### config.mk
export PLATFORM = sky130hd
export DESIGN_NAME = otg_oneshot_timer
export DESIGN_NICKNAME = d
export VERILOG_FILES = /design/src/rtl/otgt_pkg.sv /design/src/rtl/otgt_value_reg.sv /design/src/rtl/otgt_downcount.sv /design/src/rtl/otgt_pulse.sv /design/src/rtl/otg_oneshot_timer.sv
export SDC_FILE = /design/constraint.sdc
export NUM_CORES = 1
export LEC_CHECK = 0
export BUFFER_PORTS_ARGS = -buffer_cell sky130_fd_sc_hd__buf_2
export CORE_MARGIN = 1.5
export CORE_UTILIZATION = 45
export CTS_BUF_LIST = sky130_fd_sc_hd__clkbuf_16
export CTS_CLUSTER_DIAMETER = 100
export CTS_CLUSTER_SIZE = 40
export DETAILED_ROUTE_END_ITERATION = 10
export PLACE_DENSITY_LB_ADDON = 0.25
export SYNTH_ARGS = -nofsm -noshare
export SYNTH_HDL_FRONTEND = slang
export SYNTH_SLANG_ARGS = --single-unit
### constraint.sdc
create_clock -name clk -period 3.4 [get_ports clk]
set_input_delay 0.17 -clock clk [delete_from_list [all_inputs] [get_ports clk]]
set_output_delay 0.17 -clock clk [all_outputs]
set_load 0.05 [all_outputs]
### src/rtl/otgt_pkg.sv
// Package: shared widths and the counter state type for the one-shot timer.
// Assumes a 32-bit register with the enable bit at the top.
package otgt_pkg;
    localparam int unsigned DEF_REG_W  = 32;
    localparam int unsigned DEF_CNT_W  = 27;
    localparam int unsigned DEF_EN_BIT = 31;

    typedef enum logic {
        CD_IDLE = 1'b0,
        CD_RUN  = 1'b1
    } cd_state_e;
endpackage

### src/rtl/otgt_value_reg.sv
// Module: software-visible timer register.
// Loads the written word on a write strobe and clears to zero on expiry.
// Assumes a write and an expiry never coincide (the counter blocks expiry on writes).
module otgt_value_reg #(
    parameter int unsigned REG_W = otgt_pkg::DEF_REG_W
) (
    input  logic             clk,
    input  logic             rst_n,
    input  logic             load,
    input  logic [REG_W-1:0] load_val,
    input  logic             expire,
    output logic [REG_W-1:0] value
);
    logic [REG_W-1:0] value_q;

    // Hold the last written word, or zero once the timer has fired.
    always_ff @(posedge clk) begin
        if (!rst_n) begin
            value_q <= '0;
        end else if (load) begin
            value_q <= load_val;
        end else if (expire) begin
            value_q <= '0;
        end
    end

    assign value = value_q;
endmodule

### src/rtl/otgt_downcount.sv
// Module: tick-driven down counter with arm/cancel control.
// A load arms (load_en=1) or cancels (load_en=0) and always has priority over a tick.
// Expiry is flagged combinationally on the tick that consumes the last count;
// a count of 0 is treated like a count of 1.
module otgt_downcount #(
    parameter int unsigned CNT_W = otgt_pkg::DEF_CNT_W
) (
    input  logic             clk,
    input  logic             rst_n,
    input  logic             load,
    input  logic             load_en,
    input  logic [CNT_W-1:0] load_cnt,
    input  logic             tick,
    output logic             expire
);
    import otgt_pkg::*;

    localparam logic [CNT_W-1:0] LAST_CNT = CNT_W'(1);

    cd_state_e        state_q;
    logic [CNT_W-1:0] cnt_q;
    logic             at_end;

    // Last tick is reached when one or fewer ticks remain.
    assign at_end = (cnt_q <= LAST_CNT);
    // Expiry: running, ticking, not overridden by a write, and at the end.
    assign expire = (state_q == CD_RUN) && tick && !load && at_end;

    // Track armed state and remaining ticks.
    always_ff @(posedge clk) begin
        if (!rst_n) begin
            state_q <= CD_IDLE;
            cnt_q   <= '0;
        end else if (load) begin
            state_q <= load_en ? CD_RUN : CD_IDLE;
            cnt_q   <= load_cnt;
        end else if (expire) begin
            state_q <= CD_IDLE;
        end else if (state_q == CD_RUN && tick) begin
            cnt_q <= cnt_q - LAST_CNT;
        end
    end
endmodule

### src/rtl/otgt_pulse.sv
// Module: registers the expiry strobe into a one-cycle request output.
// Assumes the input is high for at most one cycle per expiry.
module otgt_pulse (
    input  logic clk,
    input  logic rst_n,
    input  logic fire,
    output logic pulse
);
    logic pulse_q;

    // Register the strobe so the request aligns with the cleared register.
    always_ff @(posedge clk) begin
        if (!rst_n) begin
            pulse_q <= 1'b0;
        end else begin
            pulse_q <= fire;
        end
    end

    assign pulse = pulse_q;
endmodule

### src/rtl/otg_oneshot_timer.sv
// Module: one-shot countdown timer with timeout request.
// One register: bit EN_BIT arms, bits CNT_W-1:0 give the tick count.
// Counts only on 'tick' cycles; on expiry clears the register and pulses
// timeout_pulse for one cycle. Assumes 'tick' is a single-cycle enable
// already in the clk domain.
module otg_oneshot_timer #(
    parameter int unsigned REG_W  = otgt_pkg::DEF_REG_W,
    parameter int unsigned CNT_W  = otgt_pkg::DEF_CNT_W,
    parameter int unsigned EN_BIT = otgt_pkg::DEF_EN_BIT
) (
    input  logic             clk,
    input  logic             rst_n,
    input  logic             wr_en,
    input  logic [REG_W-1:0] wr_data,
    input  logic             tick,
    output logic [REG_W-1:0] rd_data,
    output logic             timeout_pulse
);
    logic expire_now;

    otgt_value_reg #(.REG_W(REG_W)) u_reg (
        .clk      (clk),
        .rst_n    (rst_n),
        .load     (wr_en),
        .load_val (wr_data),
        .expire   (expire_now),
        .value    (rd_data)
    );

    otgt_downcount #(.CNT_W(CNT_W)) u_cnt (
        .clk      (clk),
        .rst_n    (rst_n),
        .load     (wr_en),
        .load_en  (wr_data[EN_BIT]),
        .load_cnt (wr_data[CNT_W-1:0]),
        .tick     (tick),
        .expire   (expire_now)
    );

    otgt_pulse u_pls (
        .clk   (clk),
        .rst_n (rst_n),
        .fire  (expire_now),
        .pulse (timeout_pulse)
    );
endmodule

==> impl_summary.log <==
[metrics] endpoint required time on the critical path: 3.62 ns
[metrics] CTS H-Tree Depth: 3
[metrics] kind of launch point of the worst setup path: flip-flop
[metrics] fraction of layout cells with a size suffix above 1: 24.3%
[metrics] starting density of the core: 47.0%
[metrics] half-perimeter wire length of the detailed placement result: 5260 µm
[metrics] Routed WL: 8010 µm
[metrics] max-cap violation count: 0
[metrics] commonest non-fill, non-tap cell in the layout: buf_2
[metrics] maximum number of pins on one net before global-route repair: 39
[metrics] crit-path cells: or4_1, nor2_4, o2111a_2, nor2_1, o211a_1
[metrics] cells taking the most area after synthesis: dfxtp_1 40%, a21oi_1 7.3%, nand3_1 5.8%
[metrics] Routed Antenna Nets: 0
[metrics] wire length of the first global-routing pass: 13400 µm
[metrics] first drt pass iteration count: 5
[metrics] routability cong.: 0.840
[metrics] hold-fix buffers at CTS: 0
[metrics] Yosys warning total: 0
[metrics] x dimension of the die: 84.7 µm
[metrics] Area growth syn-to-layout: 19.5%
[metrics] placeable core region: 0.00639 mm²
[metrics] via count of the first global-routing pass: 2788
[metrics] RSZ-0062 raised after global routing: no
[metrics] buffer type at the clock tree root: clkbuf_16
[metrics] number of DRC violations after detailed routing: 0
[metrics] DR WL/cell: 16.2 µm
[metrics] crit share post-route: 68.6%
[metrics] commonest cells after routing, fill and taps aside: 68 x buf_2, 60 x dfxtp_1, 44 x a21oi_1
[metrics] clock insertion delay at the later pin of the skew report: 0.33 ns
[metrics] vertical extent of the die: 84.7 µm
[metrics] number of synthesized register bits: 60
[metrics] Total Routing Usage GR: 23.3%
[metrics] Vias per Instance: 5.99
[metrics] library cell contributing the largest single delay on the critical path: or4_1
[metrics] fin nets: 453
[metrics] clock tree skew after final layout: 0.00529 ns
[metrics] number of max-slew violations in the final report: 0
[metrics] num ports: 69
[metrics] clock buffer count from CTS: 9
[metrics] Worst Setup End Kind: flip-flop
[metrics] power density cells: 571 mW/mm²
[metrics] Tot Pwr: 2050 µW
[metrics] Worst Hold Class: primary input to flip-flop
[metrics] utilization after layout: 56.2%
[metrics] CTS tree: yes
[metrics] arrival time reported for the critical path endpoint: 2.56 ns
[metrics] number of filler instances in the final layout: 648
[metrics] post-CTS repair timing setup buffer count: 0
[metrics] crit-path max FO: 22
[metrics] worst slew slack as a fraction of its limit: 51.6%
[metrics] kind of cell adding the most delay to the critical path: simple AND/OR/NAND/NOR gates
[metrics] antenna violations before repair: 0
[metrics] met3 wire len: 399 µm
[metrics] Worst Path Buf+Inv: 0
[metrics] CTS Sinks: 60
[metrics] Detail Route met2 WL: 3780 µm
[metrics] number of vias after detailed routing: 2970
[metrics] Max stage delay on crit path: 0.65 ns
[metrics] portion of synthesized cell area occupied by the leading cell type: 40.0%
[metrics] largest voltage drop on the vdd net: 0.546 mV
[metrics] number of antenna cells inserted: 0
[metrics] met1 WL: 3660 µm
[metrics] area of the mapped netlist: 0.00300 mm²
[metrics] Syn Area/Cell: 8.25 µm²
[metrics] buffers added on ports: 68
[metrics] final hold viol count: 0
[metrics] count of unique library cells instantiated by Yosys: 52
[metrics] clock slew at reported path FFs: 0.05 ns
[metrics] fin crit period: 2.33 ns
[metrics] post-layout worst setup margin: 1.07 ns
[metrics] Die Outline Area: 0.00717 mm²
[metrics] total area of multi-input combinational cells: 0.00162 mm²
[metrics] outcome: finished clean
[metrics] sum of negative setup slack: 0 ns
[metrics] leading area contributor after synthesis: dfxtp_1
[metrics] overall overflow remaining after global route: 0
[metrics] Reg area: 0.00120 mm²
[metrics] number of placement rows: 29
[metrics] Final setup violation count: 0
[metrics] number of DRC markers after the initial detailed-route iteration: 201
[metrics] achievable clock frequency: 0.429 GHz
[metrics] Top Metal Used: met4
[metrics] classification of the worst setup path: flip-flop to flip-flop
[metrics] share of the yosys chip area belonging to registers: 40.0%
[metrics] Post-Syn Instances: 364
[metrics] worst slack, placed: 1.07 ns
[metrics] syn_nets: 402
[metrics] transition time of the tightest slew-check pin: 0.719 ns
[metrics] leakage power total: 0.00143 µW
[metrics] post-cts gate resize count: 0
[metrics] number of buffers between clock root and the deepest sink: 2
## worst min-delay path: cells and delay by family
kind,cells,cell delay [ns]
simple gates,1,0.05
compound gates,1,0.05
buf+inv,1,0.09
## registers in the layout (all words and copies together) (netlist names)
| signal | flops |
|---|---|
| u_cnt.cnt_q | 27 |
| u_reg.value | 31 |
| u_pls.pulse | 1 |
| u_cnt.state_q | 1 |
## synthesized netlist by cell type, drive strengths merged
library cell	n
o21bai	1
a41oi	2
or4	5
nor4	10
or3	4
or2	1
o2111a	1
o211ai	18
nor2	18
o311a	1
nand3	36
o41a	1
and3	2
nand2	40
nand4	4
nor3	12
o21ai	24
o31a	3
o2111ai	2
a32oi	3
a311o	1
ha	2
o31ai	1
inv	4
a21oi	44
o211a	1
nand4b	1
a21boi	10
dfxtp	60
and2	2
or3b	2
a21o	1
a31oi	8
clkbuf	19
clkinv	1
nor3b	1
o21a	3
buf	13
o22ai	2
## metal layers
layer | global-route usage, % | up-vias
met1 | 29.9 | 1415
met5 | 0 | -
met3 | 6.29 | 13
met4 | 10.9 | 0
li1 | - | 1454
met2 | 36.4 | 88
## power breakdown
group          total [µW]  leakage (µW)  switching, µW  internal [µW]
Clock                 873      0.000138            317            555
Sequential            786      0.000494           38.6            748
Combinational         390      0.000798            270            120
Total                2050       0.00143            626           1420
## layout make-up
cell class	instances	area share (%)
Multi-Input combinational cell	267	45.2
Clock inverter	6	1.57
Timing Repair Buffer	72	10.3
Tap cell	77	2.68
Inverter	5	0.523
Sequential cell	60	33.5
Clock buffer	9	6.28
## worst paths after layout
kind	start	to	slack, ns	cells after the start
worst min register to register	u_reg.value[7]	u_reg.value[7]	0.46	2
worst max-delay path	u_cnt.cnt_q[9]	u_cnt.cnt_q[1]	1.07	5
worst max register to register	u_cnt.cnt_q[9]	u_cnt.cnt_q[1]	1.07	5
worst min-delay path	wr_data[29]	u_reg.value[29]	0.09	3
## stage by stage
stage	std cells	area [µm²]	hold WS, ns
floorplan	364	3000	0.306
global placement	481	3310	0.421
detailed placement	481	3310	0.428
CTS	496	3590	0.0832
global route	496	3590	0.0934
finish	496	3590	0.0905
## cells by family after synthesis
kind of cell | Yosys count | synth area share (%)
flops | 60 | 40.0
simple gates | 138 | 25.9
fa+ha+maj | 2 | 0.834
compound gates | 127 | 27.2
buf+inv | 37 | 6.00
Power figures use the tool's default switching activity.
